[src/rtl/rtc_cal_pkg.sv]
package rtc_cal_pkg;

   localparam int CAL_DATA_W = 7;

   typedef enum logic [2:0] {
      FLD_SEC   = 3'd0,
      FLD_MIN   = 3'd1,
      FLD_HOUR  = 3'd2,
      FLD_DAY   = 3'd3,
      FLD_MONTH = 3'd4,
      FLD_YEAR  = 3'd5
   } cal_field_e;

   // Last day of a month; leap selects the 29-day February.
   function automatic logic [4:0] month_len(input logic [3:0] mon, input logic leap);
      case (mon)
         4'd2:                       month_len = leap ? 5'd29 : 5'd28;
         4'd4, 4'd6, 4'd9, 4'd11:    month_len = 5'd30;
         default:                    month_len = 5'd31;
      endcase
   endfunction

endpackage

[src/rtl/rtc_prescaler.sv]
module rtc_prescaler #(
   parameter int PRESC_W = 15
) (
   input  logic clk,
   input  logic rst_n,
   input  logic osc_tick,
   input  logic clr,
   output logic sec_tick
);
   localparam logic [PRESC_W-1:0] TOP = {PRESC_W{1'b1}};

   logic [PRESC_W-1:0] cnt_q;

   if (PRESC_W < 2) begin : g_bad_width
      $error("rtc_prescaler: PRESC_W must be at least 2");
   end

   always_ff @(posedge clk) begin
      if (!rst_n)        cnt_q <= '0;
      else if (clr)      cnt_q <= '0;
      else if (osc_tick) cnt_q <= cnt_q + 1'b1;
   end

   assign sec_tick = osc_tick && !clr && (cnt_q == TOP);

endmodule

[src/rtl/rtc_hold_ctrl.sv]
module rtc_hold_ctrl (
   input  logic clk,
   input  logic rst_n,
   input  logic osc_tick,
   input  logic hold_req,
   input  logic sec_tick,
   input  logic sec_clr,
   output logic hold_ack,
   output logic step
);
   logic ack_q;
   logic owed_q;

   always_ff @(posedge clk) begin
      if (!rst_n) begin
         ack_q  <= 1'b0;
         owed_q <= 1'b0;
      end else begin
         if (!hold_req)     ack_q <= 1'b0;
         else if (osc_tick) ack_q <= 1'b1;

         if (sec_clr)                  owed_q <= 1'b0;
         else if (ack_q)               owed_q <= owed_q | sec_tick;
         else if (owed_q && !sec_tick) owed_q <= 1'b0;
      end
   end

   assign hold_ack = ack_q;
   assign step     = !ack_q && (sec_tick || owed_q);

endmodule

[src/rtl/rtc_calendar.sv]
module rtc_calendar
   import rtc_cal_pkg::*;
#(
   parameter bit LEAP_EN  = 1'b1,
   parameter int YEAR_MAX = 99
) (
   input  logic                  clk,
   input  logic                  rst_n,
   input  logic                  step,
   input  logic                  wr_en,
   input  logic [2:0]            wr_field,
   input  logic [CAL_DATA_W-1:0] wr_data,
   output logic [5:0]            sec,
   output logic [5:0]            min,
   output logic [4:0]            hour,
   output logic [4:0]            day,
   output logic [3:0]            month,
   output logic [6:0]            year,
   output logic                  min_roll
);
   localparam logic [5:0] SEC_LAST  = 6'd59;
   localparam logic [5:0] MIN_LAST  = 6'd59;
   localparam logic [4:0] HOUR_LAST = 5'd23;
   localparam logic [3:0] MON_LAST  = 4'd12;
   localparam logic [6:0] YEAR_LAST = 7'(YEAR_MAX);

   if (YEAR_MAX < 1 || YEAR_MAX > 127) begin : g_bad_year
      $error("rtc_calendar: YEAR_MAX out of range");
   end

   logic [5:0] sec_q, min_q;
   logic [4:0] hour_q, day_q;
   logic [3:0] mon_q;
   logic [6:0] year_q;
   logic       leap;
   logic [4:0] day_last;
   logic       sec_wrap, min_wrap, hour_wrap, day_wrap, mon_wrap, year_wrap;

   if (LEAP_EN) begin : g_leap
      assign leap = (year_q[1:0] == 2'b00);
   end else begin : g_no_leap
      assign leap = 1'b0;
   end

   always_comb begin
      day_last  = month_len(mon_q, leap);
      sec_wrap  = (sec_q  >= SEC_LAST);
      min_wrap  = (min_q  >= MIN_LAST);
      hour_wrap = (hour_q >= HOUR_LAST);
      day_wrap  = (day_q  >= day_last);
      mon_wrap  = (mon_q  >= MON_LAST);
      year_wrap = (year_q >= YEAR_LAST);
   end

   always_ff @(posedge clk) begin
      if (!rst_n) begin
         sec_q  <= '0;
         min_q  <= '0;
         hour_q <= '0;
         day_q  <= 5'd1;
         mon_q  <= 4'd1;
         year_q <= '0;
      end else if (wr_en) begin
         case (wr_field)
            FLD_SEC:   sec_q  <= wr_data[5:0];
            FLD_MIN:   min_q  <= wr_data[5:0];
            FLD_HOUR:  hour_q <= wr_data[4:0];
            FLD_DAY:   day_q  <= wr_data[4:0];
            FLD_MONTH: mon_q  <= wr_data[3:0];
            FLD_YEAR:  year_q <= wr_data[6:0];
            default:   ;
         endcase
      end else if (step) begin
         sec_q <= sec_wrap ? 6'd0 : sec_q + 6'd1;
         if (sec_wrap) begin
            min_q <= min_wrap ? 6'd0 : min_q + 6'd1;
            if (min_wrap) begin
               hour_q <= hour_wrap ? 5'd0 : hour_q + 5'd1;
               if (hour_wrap) begin
                  day_q <= day_wrap ? 5'd1 : day_q + 5'd1;
                  if (day_wrap) begin
                     mon_q <= mon_wrap ? 4'd1 : mon_q + 4'd1;
                     if (mon_wrap) begin
                        year_q <= year_wrap ? 7'd0 : year_q + 7'd1;
                     end
                  end
               end
            end
         end
      end
   end

   assign sec      = sec_q;
   assign min      = min_q;
   assign hour     = hour_q;
   assign day      = day_q;
   assign month    = mon_q;
   assign year     = year_q;
   assign min_roll = step && sec_wrap;

endmodule

[src/rtl/rtc_event_flags.sv]
module rtc_event_flags (
   input  logic       clk,
   input  logic       rst_n,
   input  logic       step,
   input  logic       min_roll,
   input  logic       per_sel,
   input  logic       alarm_evt,
   input  logic       flag_wr_en,
   input  logic [1:0] flag_wr_data,
   output logic       per_flag,
   output logic       alm_flag,
   output logic       irq
);
   logic per_q, alm_q;
   logic per_set;

   assign per_set = per_sel ? min_roll : step;

   always_ff @(posedge clk) begin
      if (!rst_n) begin
         per_q <= 1'b0;
         alm_q <= 1'b0;
      end else begin
         if (per_set)                              per_q <= 1'b1;
         else if (flag_wr_en && !flag_wr_data[0])  per_q <= 1'b0;

         if (alarm_evt)                            alm_q <= 1'b1;
         else if (flag_wr_en && !flag_wr_data[1])  alm_q <= 1'b0;
      end
   end

   assign per_flag = per_q;
   assign alm_flag = alm_q;
   assign irq      = per_q | alm_q;

endmodule

[src/rtl/rtc_calendar_hold.sv]
module rtc_calendar_hold
   import rtc_cal_pkg::*;
#(
   parameter int PRESC_W  = 15,
   parameter bit LEAP_EN  = 1'b1,
   parameter int YEAR_MAX = 99
) (
   input  logic                  clk,
   input  logic                  rst_n,
   input  logic                  osc_tick,
   input  logic                  hold_req,
   input  logic                  wr_en,
   input  logic [2:0]            wr_field,
   input  logic [CAL_DATA_W-1:0] wr_data,
   input  logic                  flag_wr_en,
   input  logic [1:0]            flag_wr_data,
   input  logic                  per_sel,
   input  logic                  alarm_evt,
   output logic [5:0]            sec,
   output logic [5:0]            min,
   output logic [4:0]            hour,
   output logic [4:0]            day,
   output logic [3:0]            month,
   output logic [6:0]            year,
   output logic                  hold_ack,
   output logic                  per_flag,
   output logic                  alm_flag,
   output logic                  irq
);
   logic sec_tick;
   logic step;
   logic min_roll;
   logic wr_ok;
   logic sec_clr;

   // Field writes count only while the freeze is granted.
   assign wr_ok   = wr_en && hold_ack;
   assign sec_clr = wr_ok && (wr_field == FLD_SEC);

   rtc_prescaler #(.PRESC_W(PRESC_W)) u_presc (
      .clk      (clk),
      .rst_n    (rst_n),
      .osc_tick (osc_tick),
      .clr      (sec_clr),
      .sec_tick (sec_tick)
   );

   rtc_hold_ctrl u_hold (
      .clk      (clk),
      .rst_n    (rst_n),
      .osc_tick (osc_tick),
      .hold_req (hold_req),
      .sec_tick (sec_tick),
      .sec_clr  (sec_clr),
      .hold_ack (hold_ack),
      .step     (step)
   );

   rtc_calendar #(.LEAP_EN(LEAP_EN), .YEAR_MAX(YEAR_MAX)) u_cal (
      .clk      (clk),
      .rst_n    (rst_n),
      .step     (step),
      .wr_en    (wr_ok),
      .wr_field (wr_field),
      .wr_data  (wr_data),
      .sec      (sec),
      .min      (min),
      .hour     (hour),
      .day      (day),
      .month    (month),
      .year     (year),
      .min_roll (min_roll)
   );

   rtc_event_flags u_flags (
      .clk          (clk),
      .rst_n        (rst_n),
      .step         (step),
      .min_roll     (min_roll),
      .per_sel      (per_sel),
      .alarm_evt    (alarm_evt),
      .flag_wr_en   (flag_wr_en),
      .flag_wr_data (flag_wr_data),
      .per_flag     (per_flag),
      .alm_flag     (alm_flag),
      .irq          (irq)
   );

endmodule

[config.mk]
export PLATFORM = sky130hd
export DESIGN_NAME = rtc_calendar_hold
export DESIGN_NICKNAME = d
export VERILOG_FILES = /design/src/rtl/rtc_cal_pkg.sv /design/src/rtl/rtc_prescaler.sv /design/src/rtl/rtc_hold_ctrl.sv /design/src/rtl/rtc_calendar.sv /design/src/rtl/rtc_event_flags.sv /design/src/rtl/rtc_calendar_hold.sv
export SDC_FILE = /design/constraint.sdc
export NUM_CORES = 1
export LEC_CHECK = 0
export BUFFER_PORTS_ARGS = -buffer_cell sky130_fd_sc_hd__buf_4
export CAP_MARGIN = 20
export CORE_MARGIN = 2
export CORE_UTILIZATION = 50
export DETAILED_ROUTE_END_ITERATION = 8
export GPL_TIMING_DRIVEN = 0
export PLACE_DENSITY = 0.74
export SLEW_MARGIN = 20
export SYNTH_ARGS = -nofsm -noshare
export SYNTH_HDL_FRONTEND = slang
export SYNTH_SLANG_ARGS = --single-unit
export TNS_END_PERCENT = 30
[constraint.sdc]
create_clock -name clk -period 2.1 [get_ports clk]
set_clock_uncertainty 0.05 [all_clocks]
set_input_delay 0.63 -clock clk [delete_from_list [all_inputs] [get_ports clk]]
set_output_delay 0.63 -clock clk [all_outputs]
set_load 0.1 [all_outputs]
# == Word-level counts from Yosys, hierarchy flattened ==
# Cells that the tools add are included.
# classes
addsub,7
order_cmp,6
n_eq_ne,17
n_mux,48
n_bitwise,3
reduce_logical,35
# op_table
cell,n
2-to-1 mux 5 bit,13
2-to-1 mux 7 bit,9
2-to-1 mux 6 bit,9
2-to-1 mux 4 bit,8
nonzero test 2 bit,9
"adder 15 x 1 -> 15 bit, second input constant",1
"== test 15 bit, second input constant",1
"adder 6 x 1 -> 6 bit, second input constant",2
"greater-or-equal comparator 6 bit, second input constant",2
"!= test 2 x 1 -> 1 bit, second input constant",6
"adder 5 x 1 -> 5 bit, second input constant",2
one-hot mux 5 bit (2 select lines),1
logical AND 1 bit,9
"== test 4 x 3 -> 1 bit, second input constant",2
"== test 4 bit, second input constant",2
2-to-1 mux 1 bit,8
"adder 7 x 1 -> 7 bit, second input constant",1
"greater-or-equal comparator 7 bit, second input constant",1
AND reduction 7 bit,1
"== test 3 x 2 -> 1 bit, second input constant",2
"== test 3 bit, second input constant",2
AND reduction 6 bit,1
greater-or-equal comparator 5 bit,1
"greater-or-equal comparator 5 bit, second input constant",1
other kinds (16),22
# word_totals
reg_bits,52
out_inout_bits,37

# == Logic depth before layout (Yosys ltp) ==
# Gate-level depths: netlist of the first run.
# depth
ltp_word,10
mapped_depth,13
mapped_depth_nobuf,12

# == Cells and area by module ==
# Synthesis of the first run repeated with hierarchy kept, for this count alone.
# hier_totals
hier_cells,373
area_unflattened_um2,3096.7
# by_module_without_submodules
mod,n_inst,cells_each,area_per_inst_um2,seq_area_each_um2
rtc_calendar,1,275,2194.6,660.6
rtc_prescaler,1,79,703.2,300.3
rtc_event_flags,1,10,88.8,40.0
rtc_hold_ctrl,1,7,77.6,40.0
rtc_calendar_hold,1,2,32.5,0.0

# == Worst setup path after synthesis of the first run ==
# OpenSTA, ideal clock, no wires.
# synth_timing
path_kind,register to register
from,"register u_cal.mon_q[0], in the netlist u_cal.month[0]"
to,"register u_cal.day_q[0], in the netlist u_cal.day[0]"
t_arrival_ns,2.966
required_time_ns,1.930
slack_ns,-1.035
path_stages_with_launch,13
path_buffers,0
path_cell_list,dfxtp_1 > inv_1 > ha_1 > o21ai_0 > o21ai_0 > o21ai_0 > ha_1 > nand2b_1 > a21oi_1 > nor2_1 > nor2_1 > a211oi_1 > a211o_1
# synth_between
elab_chain_len,10
word_cells_on_any_way,14
classes_between,order compare: 1; eq/ne: 5; mux: 7; reduce/logical: 1
# synth_rtl
item,line_no,source
start: declaration,rtc_calendar.sv:33,logic [3:0] mon_q;
start signal: assignment,rtc_calendar.sv:69,FLD_MONTH: mon_q <= wr_data[3:0];
start signal: assignment,rtc_calendar.sv:82,mon_q <= mon_wrap ? 4'd1 : mon_q + 4'd1;
== test 4 x 3 -> 1 bit / == test 4 bit (equally long branches),rtc_cal_pkg.sv:16,case (mon)
OR reduction 4 bit,rtc_cal_pkg.sv:16,
one-hot mux 5 bit (2 select lines) (*),rtc_cal_pkg.sv:16,
greater-or-equal comparator 5 bit (*),rtc_calendar.sv:50,day_wrap = (day_q >= day_last);
2-to-1 mux 5 bit (*),rtc_calendar.sv:80,day_q <= day_wrap ? 5'd1 : day_q + 5'd1;
2-to-1 mux 5 bit (*),rtc_calendar.sv:79,if (hour_wrap) begin
2-to-1 mux 5 bit (*),rtc_calendar.sv:77,if (min_wrap) begin
2-to-1 mux 5 bit (*),rtc_calendar.sv:75,if (sec_wrap) begin
2-to-1 mux 5 bit (*),rtc_calendar.sv:73,end else if (step) begin
2-to-1 mux 5 bit (*),rtc_calendar.sv:63,end else if (wr_en) begin
end signal: assignment,rtc_calendar.sv:68,FLD_DAY: day_q <= wr_data[4:0];
end signal: assignment,rtc_calendar.sv:80,
end: declaration,rtc_calendar.sv:32,"logic [4:0] hour_q, day_q;"
# Every way passes the cells marked *; elsewhere a longest branch is shown, timed or not. The select of a mux whose other input is x is not followed.
# A chain may end at the register's enable or synchronous reset.

# == Final worst setup path of the first run ==
# layout_timing
from,"register u_cal.mon_q[1], in the netlist u_cal.month[1]"
to,"register u_cal.year_q[6], in the netlist u_cal.year[6]"
# layout_between
elab_chain_len,6
word_cells_on_any_way,12
classes_between,order compare: 2; eq/ne: 5; mux: 1; reduce/logical: 4
# layout_rtl
item,line_no,source
== test 4 x 3 -> 1 bit / == test 4 bit (equally long branches),rtc_cal_pkg.sv:16,
OR reduction 4 bit,rtc_cal_pkg.sv:16,
one-hot mux 5 bit (2 select lines),rtc_cal_pkg.sv:16,
greater-or-equal comparator 5 bit,rtc_calendar.sv:50,
nonzero test 2 bit (no source line),n/a,
AND reduction 7 bit (no source line) (*),n/a,
end signal: assignment,rtc_calendar.sv:70,FLD_YEAR: year_q <= wr_data[6:0];
end signal: assignment,rtc_calendar.sv:84,year_q <= year_wrap ? 7'd0 : year_q + 7'd1;
end: declaration,rtc_calendar.sv:34,logic [6:0] year_q;
# Every way passes the cells marked *; elsewhere a longest branch is shown, timed or not.

==> metrics.md, run 1 <==
| Metric | Value |
|---|---|
| Status | finished with violations |
| Failing checks | negative setup slack |
| WP data arrival | 2.60 ns |
| Rows | 28 |
| Pwr per Cell Area | 471 nW/um^2 |
| Flop-to-flop setup slack | -0.35 ns |
| R2r worst-path depth | 13 |
| Die Width | 81.6 um |
| Critical path capture point | u_cal.year[6] |
| CTS tree | built |
| Filler Cell Count | 514 |
| RSZ-0062 raised after global routing | yes |
| Top delay family on crit path | compound AO/OA/AOI/OAI gates |
| Design area | 3950 um^2 |
| CP Cell Sequence | inv_4 > ha_4 > o21ai_2 > o21ai_1 > o21ai_1 > ha_1 > nand2b_4 > a21oi_4 > nor4_4 > o21ai_2 > buf_6 > mux2i_1 > nor2_1 |
| Crit-path max FO | 5 |
| Total power | 0.00186 W |
| Area leader, netlist | dfxtp_1 |
| First-pass detailed-route iteration total | 5 |
| CTS buffer count | 5 |
| Non-Filler Instances | 522 |
| Worst Path Required | 2.24 ns |
| Avg Vias per Cell | 5.87 |
| Die Y | 81.6 um |
| Post-synth ARST share | 0% |
| Initial Util | 51.4% |
| Detail Route Antenna Nets | 0 |
| First DRT Iteration DRCs | 167 |
| Detailed-route wire length | 8220 um |
| Layout area overhead | 31.4% |
| Complex-gate fraction of the synthesized area | 26.2% |
| Layout Nets | 479 |
| Reported max-cap violation count | 0 |
| DIE AREA | 6650 um^2 |
| #FFs+latches synth | 52 |
| Core ar. | 5850 um^2 |
| Leakage | 1.56 nW |
| Clk Latency, worst-skew pair | 0.31 ns |
| Area after DPL | 3650 um^2 |
| Crit. End Element | flip-flop |
| Wirelength per Cell | 15.7 um |
| Routed met3 length | 516 um |
| Buffer and inverter count on the worst path | 2 |
| Clock root buffer | clkbuf_8 |
| Routed length on met2 | 4070 um |
| Worst VDD drop | 0.386 mV |
| Gpl congestion | 0.871 |
| Top-count cell post-synth | dfxtp_1 |
| Deepest clock path buffer count | 2 |
| Worst path depth | 13 |
| Setup TNS | -3.82 ns |
| WS Path Type | flip-flop to flip-flop |
| Routed met1 length | 3560 um |
| R2R Path End | u_cal.year[6] |
| Worst setup margin | -0.353 ns |
| IO Port Bufs | 55 |
| Clk slew on worst S/H paths | 0.11 ns |
| Cells after DPL | 503 |
| Worst Tran Pin Value | 0.647 ns |
| Fin crit share | 117% |
| Seq/Total Area, Yosys | 34.6% |
| Grt ovf | 0 |
| Global-route wire length before repair | 13000 um |
| Post-synth EDFFs | 0 |
| Mapped Area | 3010 um^2 |
| Share of cells above drive strength 1 | 34.7% |
| Reg2reg start | u_cal.month[1] |
| Fin. Hold Viols | 0 |
| Post-Place Worst Slack | -0.382 ns |
| Crit path launch | u_cal.month[1] |
| Largest family of logic cells by synthesized area | compound AO/OA/AOI/OAI gates |
| Slowest cell delay on critical path | 0.42 ns |
| Synth top area cells | dfxtp_1, o21ai_0, ha_1 |
| Initial antenna violation count | 0 |
| Cells after Synth | 373 |
| Vias in the first global route | 2758 |
| Synth top area share | 34.6% |
| Peak Freq | 0.408 GHz |
| Synth Area in XOR/XNOR | 3.78% |
| CP startpoint kind | flip-flop |
| Hold Crit Class | flip-flop to flip-flop |
| Largest net degree at the start of global routing | 17 |
| H-tree depth | 2 |
| Synth unique cells | 58 |
| Top FF cell, synth | dfxtp_1 |
| Clock tree sinks | 52 |
| Final setup violation count | 16 |
| Simple-Gate Fraction of Synth Area | 23.5% |
| Antenna diodes | 0 |
| I/O pins | 57 |
| Vias | 3064 |
| Tmin final | 2.45 ns |
| GRT Util Overall | 25.0% |
| Post-synthesis adder-cell area fraction | 5.41% |
| Slew HR | 56.9% |
| CP max stage cell | dfxtp_4 |
| Post-synth top cells | dfxtp_1, nand2_1, o21ai_0 |
| DRC errors left | 0 |
| DP HPWL | 5820 um |
| Worst Hold Path Cells | 2 |
| Synth Area per Inst | 8.07 um^2 |
| Max-slew violations | 0 |
| Top Layer Used | met4 |
| Multiplexer share of the synthesized area | 1.70% |
| Synth warnings | 0 |
| Syn Nets | 406 |
==> sequential cells by signal, indices dropped and copies added (netlist names) <==
name and cells:
u_cal.hour 5, u_flags.alm_flag 1, u_presc.cnt_q 15, u_hold.owed_q 1, u_cal.min 6, u_cal.year 7
u_hold.hold_ack 1, u_cal.month 4, u_cal.day 5, u_cal.sec 6, u_flags.per_flag 1
==> worst min-delay path: cells and delay by family, from the launching register on <==
family | cells | cell delay [ns]
DFF | 1 | 0.33
AOI/OAI and AO/OA | 2 | 0.13
==> layout make-up <==
class                   instances  area, um^2  area share (%)
flip-flops and latches         52        1100            27.8
repair buffers                 66         499            12.6
plain buffers                  17         103            2.60
well taps                      75        93.8            2.37
clock buffers                   7         108            2.72
clock inverters                 1        8.76           0.222
inverters                      12        50.0            1.27
multi-input cells             292        1990            50.4
==> cells in the final DEF (no fill, tap or decap), types with 4 or more instances in the layout <==
cell       n
dfxtp_2   23
a21oi_2    4
xor2_1     8
o21ai_0   29
o21ai_1    6
buf_6      5
nand3_1   29
and2_1     6
o31ai_1   10
clkbuf_8   6
buf_4     66
xnor2_1    5
nand2_1   41
o22ai_1    4
mux2i_1    4
inv_1      8
ha_1       7
nor2_1    32
dfxtp_1   21
clkbuf_1   7
a211oi_1   9
ha_4       5
a21oi_1   19
dfxtp_4    8
nand4_1    5
==> routing by layer <==
metal / track usage, % / vias to the layer above
li1: - / 1491
met1: 32.7 / 1455
met2: 42.8 / 110
met3: 3.85 / 8
met4: 7.00 / 0
met5: 0 / -
==> cell families (layout without fill, tap and decap cells) <==
group / Yosys count / in the layout
and+or+nand+nor: 143 / 143
AOI/OAI and AO/OA: 118 / 118
DFF: 52 / 52
buffers and inverters: 29 / 103
adders and majority gates: 13 / 13
xor gates and xnor gates: 13 / 13
muxes: 5 / 5
==> power by group <==
group	internal, W	switching, W
clock network	0.000343	0.000362
logic	0.0000554	0.000106
registers	0.000985	0.0000118
==> how the worst min path moves through the flow <==
stage,startpoint,to,slack [ns]
floorplan,u_presc.cnt_q[12],u_presc.cnt_q[12],0.42
global placement,u_cal.min[4],u_cal.min[4],0.43
detailed placement,u_flags.per_flag,u_flags.per_flag,0.44
CTS,u_flags.per_flag,u_flags.per_flag,0.45
global route,u_cal.min[4],u_cal.min[4],0.48
finish,u_flags.per_flag,u_flags.per_flag,0.45
==> per-stage QoR <==
step	hold slack (ns)	util (%)
3_3_place_gp	0.428	62.4
6_report	0.451	67.6
5_1_grt	0.480	67.6
4_1_cts	0.455	64.8
2_1_floorplan	0.421	-
3_5_place_dp	0.439	62.4
==> timing repair <==
| action | in CTS | in global routing |
|---|---|---|
| gates cloned | 1 | 0 |
| buffers inserted | 3 | 8 |
| endpoints found under the setup margin | 19 | 28 |
| pin swaps | 7 | 16 |
| resized for setup | 2 | 30 |
| hold buffers | 0 | 0 |
(Power assumes the default switching activity.)
==> inputs of run 2 (changes only) <==
==> constraint.sdc (replaced) <==
create_clock -name clk -period 2.1 [get_ports clk]
set_clock_uncertainty 0.05 [all_clocks]
set_input_delay 0.42 -clock clk [delete_from_list [all_inputs] [get_ports clk]]
set_output_delay 0.42 -clock clk [all_outputs]
set_load 0.1 [all_outputs]
==> metrics.md, run 2 (synthesis gave the netlist of run 1 again) <==
| Metric | Value |
|---|---|
| Status | finished with violations |
| Failing checks | negative setup slack |
| Initial Util | 51.4% (unchanged) |
| Clk Latency, worst-skew pair | 0.31 ns (about the same) |
| Core ar. | 5850 um^2 (unchanged) |
| Largest register FFs | 15 (unchanged) |
| Design area | 3910 um^2 (-1.2%) |
| First-pass detailed-route iteration total | 5 (unchanged) |
| Detail Route Antenna Nets | 0 (unchanged) |
| CTS Hold Bufs | 0 (unchanged) |
| Worst setup margin | -0.338 ns (+0.0143 ns) |
| Clock root buffer | clkbuf_8 |
| R2r worst-path depth | 13 (unchanged) |
| Worst Path Required | 2.24 ns (about the same) |
| Antenna diodes | 0 (unchanged) |
| Fin crit share | 116% (-0.68 points) |
| IO Port Bufs | 55 (unchanged) |
| Initial antenna violation count | 0 (unchanged) |
| I/O pins | 57 (unchanged) |
| DIE AREA | 6650 um^2 (unchanged) |
| Non-Filler Instances | 522 (unchanged) |
| Peak Freq | 0.410 GHz (+0.59%) |
| Clk network pwr share | 36.7% (-1.1 points) |
| Flop-to-flop setup slack | -0.34 ns (about the same) |
| CP startpoint kind | flip-flop |
| Largest net degree at the start of global routing | 17 (unchanged) |
| Clk slew on worst S/H paths | 0.10 ns (about the same) |
| CTS buffer count | 5 (unchanged) |
| Share of cells above drive strength 1 | 33.6% (-1.1 points) |
| Wirelength per Cell | 15.9 um (+1.1%) |
| Detailed-route wire length | 8310 um (+1.1%) |
| Worst VDD drop | 0.350 mV (-9.4%) |
| Largest register by flop count | u_presc.cnt_q |
| Sw Share | 25.9% (+0.13 points) |
| DRC errors left | 0 (unchanged) |
| H-tree depth | 2 (unchanged) |
| Global-route wire length before repair | 13100 um (+0.69%) |
| Sw Pwr | 0.000471 W (-1.6%) |
| Deepest clock path buffer count | 2 (unchanged) |
| Area after DPL | 3650 um^2 (unchanged) |
| Cells after DPL | 503 (unchanged) |
| Vias in the first global route | 2717 (-1.5%) |
| Worst Tran Pin Value | 0.668 ns (+0.0209 ns) |
| Pwr per Cell Area | 467 nW/um^2 (-0.93%) |
| Die Width | 81.6 um (unchanged) |
| Filler Cell Count | 516 (+0.39%) |
| Combinational Power Share | 8.8% (about the same) |
| WS Path Type | flip-flop to flip-flop |
| Tmin final | 2.44 ns (-0.0143 ns) |
| Slew HR | 55.5% (-1.4 points) |
| Hold Crit Class | primary input to flip-flop |
| Die Y | 81.6 um (unchanged) |
| Crit. End Element | flip-flop |
| Reg2reg start | u_cal.month[0] |
| Layout Nets | 479 (unchanged) |
| Final setup violation count | 16 (unchanged) |
| Clock tree sinks | 52 (unchanged) |
| Worst Hold Path Cells | 2 (unchanged) |
| WP data arrival | 2.58 ns (-0.02 ns) |
| R2R Path End | u_cal.year[6] |
| Sequential fraction of design power | 54.5% (+1.0 points) |
| Crit-path max FO | 5 (unchanged) |
| Hold Path End | u_hold.hold_ack |
| Hold Crit Start | hold_req |
| DP HPWL | 5800 um (-0.30%) |
| Gpl congestion | 0.881 (+1.2%) |
| Vias | 3088 (+0.78%) |
| Avg Vias per Cell | 5.92 (+0.78%) |
| Leakage | 1.54 nW (-1.4%) |
| CP Cell Sequence | inv_4 > ha_4 > o21ai_2 > o21ai_1 > o21ai_1 > ha_1 > nand2b_4 > a21oi_4 > nor4_4 > o21ai_2 > buf_6 > mux2i_1 > nor2_1 |
| Slowest cell delay on critical path | 0.40 ns (-0.02 ns) |
| CP max stage cell | dfxtp_4 |
| Grt ovf | 0 (unchanged) |
| Most common cell after layout, fill and taps aside | buf_4 |
| Max-slew violations | 0 (unchanged) |
| Reported max-cap violation count | 0 (unchanged) |
| First DRT Iteration DRCs | 183 (+9.6%) |
| Int Power | 0.00135 W (-2.3%) |
| RSZ-0062 raised after global routing | yes |
| Fin. Hold Viols | 0 (unchanged) |
| Most frequent cells in the layout | buf_4, nand2_1, nor2_1 |
| Rows | 28 (unchanged) |
| Layout area overhead | 29.8% |
| CTS tree | built |
| GRT Util Overall | 25.5% (+0.49 points) |
## run 2: changes by cell type in the layout (fill, tap and decap cells not counted), moves of 2 or more
cell	before	now
nand2b_4	3	1
dfxtp_4	8	10
a21oi_1	19	22
nand2b_1	3	5
a21oi_2	4	2
## run 2: worst max path at each step
stage / endpoint / slack [ns] / from
global route: u_cal.year[6] / -0.44 / u_cal.month[0]
floorplan: u_cal.year[6] / -0.30 / u_cal.month[0]
detailed placement: u_cal.year[6] / -0.34 / u_cal.month[0]
CTS: u_cal.year[0] / -0.29 / u_cal.month[1]
global placement: u_cal.year[6] / -0.30 / u_cal.month[0]
finish: u_cal.year[6] / -0.34 / u_cal.month[0]
## run 2: what timing repair did
item,CTS,global route
gates cloned,1,0
pin swaps,4,16
resized for setup,3,25
setup buffers,3,7
setup endpoints to repair,17,30
## run 2: critical path, delay by kind of cell (launching register included)
family | cells | cell delay, ns
multiplexers | 1 | 0.17
adder cells (fa/ha/maj) | 2 | 0.42
AO/OA/AOI/OAI | 5 | 0.82
flip-flops | 1 | 0.40
buffers and inverters | 2 | 0.23
AND/OR/NAND/NOR | 3 | 0.25
## run 2: power groups by stage
stage / Clock (W) / Sequential, W / Combinational, W
finish: 0.000668 / 0.000993 / 0.000161
global route: 0.000718 / 0.000995 / 0.000174
CTS: 0.000677 / 0.000993 / 0.000155
detailed placement: 0 / 0.00102 / 0.000154
global placement: 0 / 0.00102 / 0.000153
floorplan: 0 / 0.00104 / 0.0000726
## run 2: cell type report
| type | instances | area (um^2) | share of cell area, % |
|---|---|---|---|
| Multi-Input combinational cell | 292 | 1950 | 50.0 |
| Sequential cell | 52 | 1110 | 28.3 |
| Timing Repair Buffer | 66 | 495 | 12.7 |
| Buffer | 17 | 103 | 2.63 |
| Clock buffer | 7 | 97.6 | 2.50 |
| Tap cell | 75 | 93.8 | 2.40 |
| Inverter | 12 | 50.0 | 1.28 |
| Clock inverter | 1 | 8.76 | 0.224 |
## run 2: layer usage
metal | global-route usage, % | vias to the layer above | routed length, um
li1 | - | 1501 | -
met3 | 5.27 | 12 | 575
met4 | 9.33 | 0 | 154
met1 | 33.6 | 1462 | 3600
met5 | 0 | - | 0
met2 | 41.2 | 113 | 3980
## run 2: metrics by stage
step	utilization (%)	hold WS (ns)	worst slack [ns]	TNS [ns]	power, W
2_1_floorplan	-	0.421	-0.298	-3.37	0.00111
3_3_place_gp	62.4	0.432	-0.297	-2.57	0.00117
3_5_place_dp	62.4	0.434	-0.339	-3.56	0.00117
6_report	66.7	0.280	-0.338	-4.31	0.00182
4_1_cts	64.7	0.281	-0.287	-2.80	0.00183
5_1_grt	66.7	0.281	-0.439	-6.75	0.00189
==> inputs of run 3 (changes only) <==
--- a/config.mk
+++ b/config.mk
@@ -7,7 +7,6 @@
 export LEC_CHECK = 0
 export BUFFER_PORTS_ARGS = -buffer_cell sky130_fd_sc_hd__buf_4
 export CAP_MARGIN = 20
-export CORE_MARGIN = 2
 export CORE_UTILIZATION = 50
 export DETAILED_ROUTE_END_ITERATION = 8
 export GPL_TIMING_DRIVEN = 0
==> metrics.md, run 3 (synthesis gave the netlist of run 1 again) <==
| Metric | Value |
|---|---|
| Max-slew violations | 0 (unchanged) |
| WP data arrival | 2.51 ns (-0.07 ns) |
| Largest register by flop count | u_presc.cnt_q |
| First-pass detailed-route iteration total | 5 (unchanged) |
| Setup TNS | -2.58 ns (+1.72 ns) |
| Initial antenna violation count | 0 (unchanged) |
| Hold Crit Class | primary input to flip-flop |
| RSZ-0062 raised after global routing | yes |
| Fin. Hold Viols | 0 (unchanged) |
| Layout area overhead | 30.2% |
| IO Port Bufs | 55 (unchanged) |
| Wirelength per Cell | 16.1 um (+1.4%) |
| WS Path Type | flip-flop to flip-flop |
| Hold Crit Start | hold_req |
| Vias | 3073 (-0.49%) |
| Worst VDD drop | 0.389 mV (+11%) |
| DIE AREA | 6330 um^2 (-4.8%) |
| Detail Route Antenna Nets | 0 (unchanged) |
| Leakage | 1.53 nW (-0.16%) |
| R2r worst-path depth | 13 (unchanged) |
| Core ar. | 5640 um^2 (-3.6%) |
| Most common cell after layout, fill and taps aside | buf_4 |
| Peak Freq | 0.423 GHz (+3.2%) |
| Post-Place Worst Slack | -0.302 ns (+0.0370 ns) |
| R2R Path End | u_cal.month[0] |
| Avg Vias per Cell | 5.94 (+0.48%) |
| Status | finished with violations |
| Worst Path Required | 2.25 ns (about the same) |
| I/O pins | 57 (unchanged) |
| Tmin final | 2.36 ns (-0.0758 ns) |
| Clk Latency, worst-skew pair | 0.31 ns (about the same) |
| Reported max-cap violation count | 0 (unchanged) |
| Gpl congestion | 0.871 (-1.2%) |
| Grt ovf | 0 (unchanged) |
| Die Y | 79.6 um (-2.5%) |
| CTS tree | built |
| Rows | 27 (-3.6%) |
| DRC errors left | 0 (unchanged) |
| First DRT Iteration DRCs | 208 (+14%) |
| Most frequent cells in the layout | buf_4, nand2_1, nor2_1 |
| Largest net degree at the start of global routing | 17 (unchanged) |
| Layout Nets | 477 (-0.42%) |
| Failing checks | negative setup slack |
| Antenna diodes | 0 (unchanged) |
| CTS buffer count | 5 (unchanged) |
| CTS Hold Bufs | 0 (unchanged) |
| Hold Path End | u_hold.hold_ack |
| Deepest clock path buffer count | 2 (unchanged) |
| Clock tree sinks | 52 (unchanged) |
| Reg2reg start | u_cal.month[1] |
| Flop-to-flop setup slack | -0.26 ns (+0.08 ns) |
| Share of cells above drive strength 1 | 34.4% (+0.82 points) |
| Crit-path max FO | 6 (+1) |
| Die Width | 79.6 um (-2.5%) |
| Global-route wire length before repair | 13300 um (+1.5%) |
| Detailed-route wire length | 8340 um (+0.43%) |
| DP HPWL | 5840 um (+0.61%) |
| Largest register FFs | 15 (unchanged) |
| H-tree depth | 2 (unchanged) |
| Crit. End Element | flip-flop |
| Pwr per Cell Area | 465 nW/um^2 (-0.42%) |
| Worst Tran Pin Value | 0.684 ns (+0.0158 ns) |
| Clock root buffer | clkbuf_8 |
| Initial Util | 53.3% (+1.9 points) |
| Worst setup margin | -0.263 ns (+0.0758 ns) |
| Worst Hold Path Cells | 2 (unchanged) |
| GRT Util Overall | 27.1% (+1.6 points) |
| Slew HR | 54.4% (-1.1 points) |
| Final setup violation count | 15 (-1) |
| CP startpoint kind | flip-flop |
| Vias in the first global route | 2795 (+2.9%) |
| Fin crit share | 113% (-3.6 points) |
| Clk slew on worst S/H paths | 0.09 ns (about the same) |
==> run 3: cell count changes in the layout (fill, tap and decap cells not counted), sizes merged <==
cell,delta
buf,-2
==> run 3: cell type report <==
cell class | count | area, um^2
flip-flops and latches | 52 | 1110
fillers | 467 | 1720
clock buffers | 7 | 97.6
multi-input cells | 292 | 1970
inverters | 12 | 50.0
plain buffers | 17 | 103
clock inverters | 1 | 8.76
well taps | 72 | 90.1
repair buffers | 64 | 490
==> run 3: per-stage QoR <==
step	power, W	instance area, um^2	std cells	utilization [%]	hold WS (ns)
after floorplan	0.00111	3140	373	-	0.421
after CTS	0.00182	3810	514	67.5	0.284
after detailed placement	0.00117	3640	500	64.6	0.431
final	0.00182	3920	517	69.4	0.281
after global routing	0.00189	3920	517	69.4	0.270
after global placement	0.00117	3640	500	64.6	0.433
==> run 3: repair_timing <==
action / CTS / global route
setup buffers: 5 / 3
resized for setup: 1 / 32
pin swaps: 13 / 8
endpoints found under the setup margin: 21 / 28
gates cloned: 1 / 0
==> run 3: worst max-delay path by stage <==
stage	from	endpoint	slack, ns	cells after the start
after floorplan	u_cal.month[0]	u_cal.year[6]	-0.30	13
after global placement	u_cal.month[0]	u_cal.year[6]	-0.29	13
after detailed placement	u_cal.month[0]	u_cal.year[6]	-0.30	13
after CTS	u_cal.month[1]	u_cal.year[6]	-0.27	13
after global routing	u_cal.month[0]	u_cal.year[6]	-0.38	13
final	u_cal.month[1]	u_cal.month[0]	-0.26	13
==> run 3: layer usage <==
metal / vias to the layer above / GRT usage, % / routed length [um]
li1: 1494 / - / -
met1: 1452 / 33.7 / 3730
met2: 113 / 47.4 / 4040
met3: 14 / 4.34 / 455
met4: 0 / 8.18 / 118
met5: - / 0 / 0
==> run 3: critical path, stage by stage, from the launching register on <==
cell and delay (ns):
dfxtp_4 0.42, inv_4 0.06, ha_4 0.15, o21ai_2 0.09, o21ai_1 0.07, o21ai_1 0.13
ha_1 0.24, nand2b_4 0.15, a21oi_4 0.16, buf_4 0.14, o21ai_1 0.06, o211ai_2 0.17
a211oi_2 0.06, a211o_1 0.29
==> run 3: report_power, final <==
part | total (W) | internal, W | switching (W)
combinational | 0.000164 | 0.0000570 | 0.000107
clock | 0.000664 | 0.000313 | 0.000351
sequential | 0.000993 | 0.000981 | 0.0000123
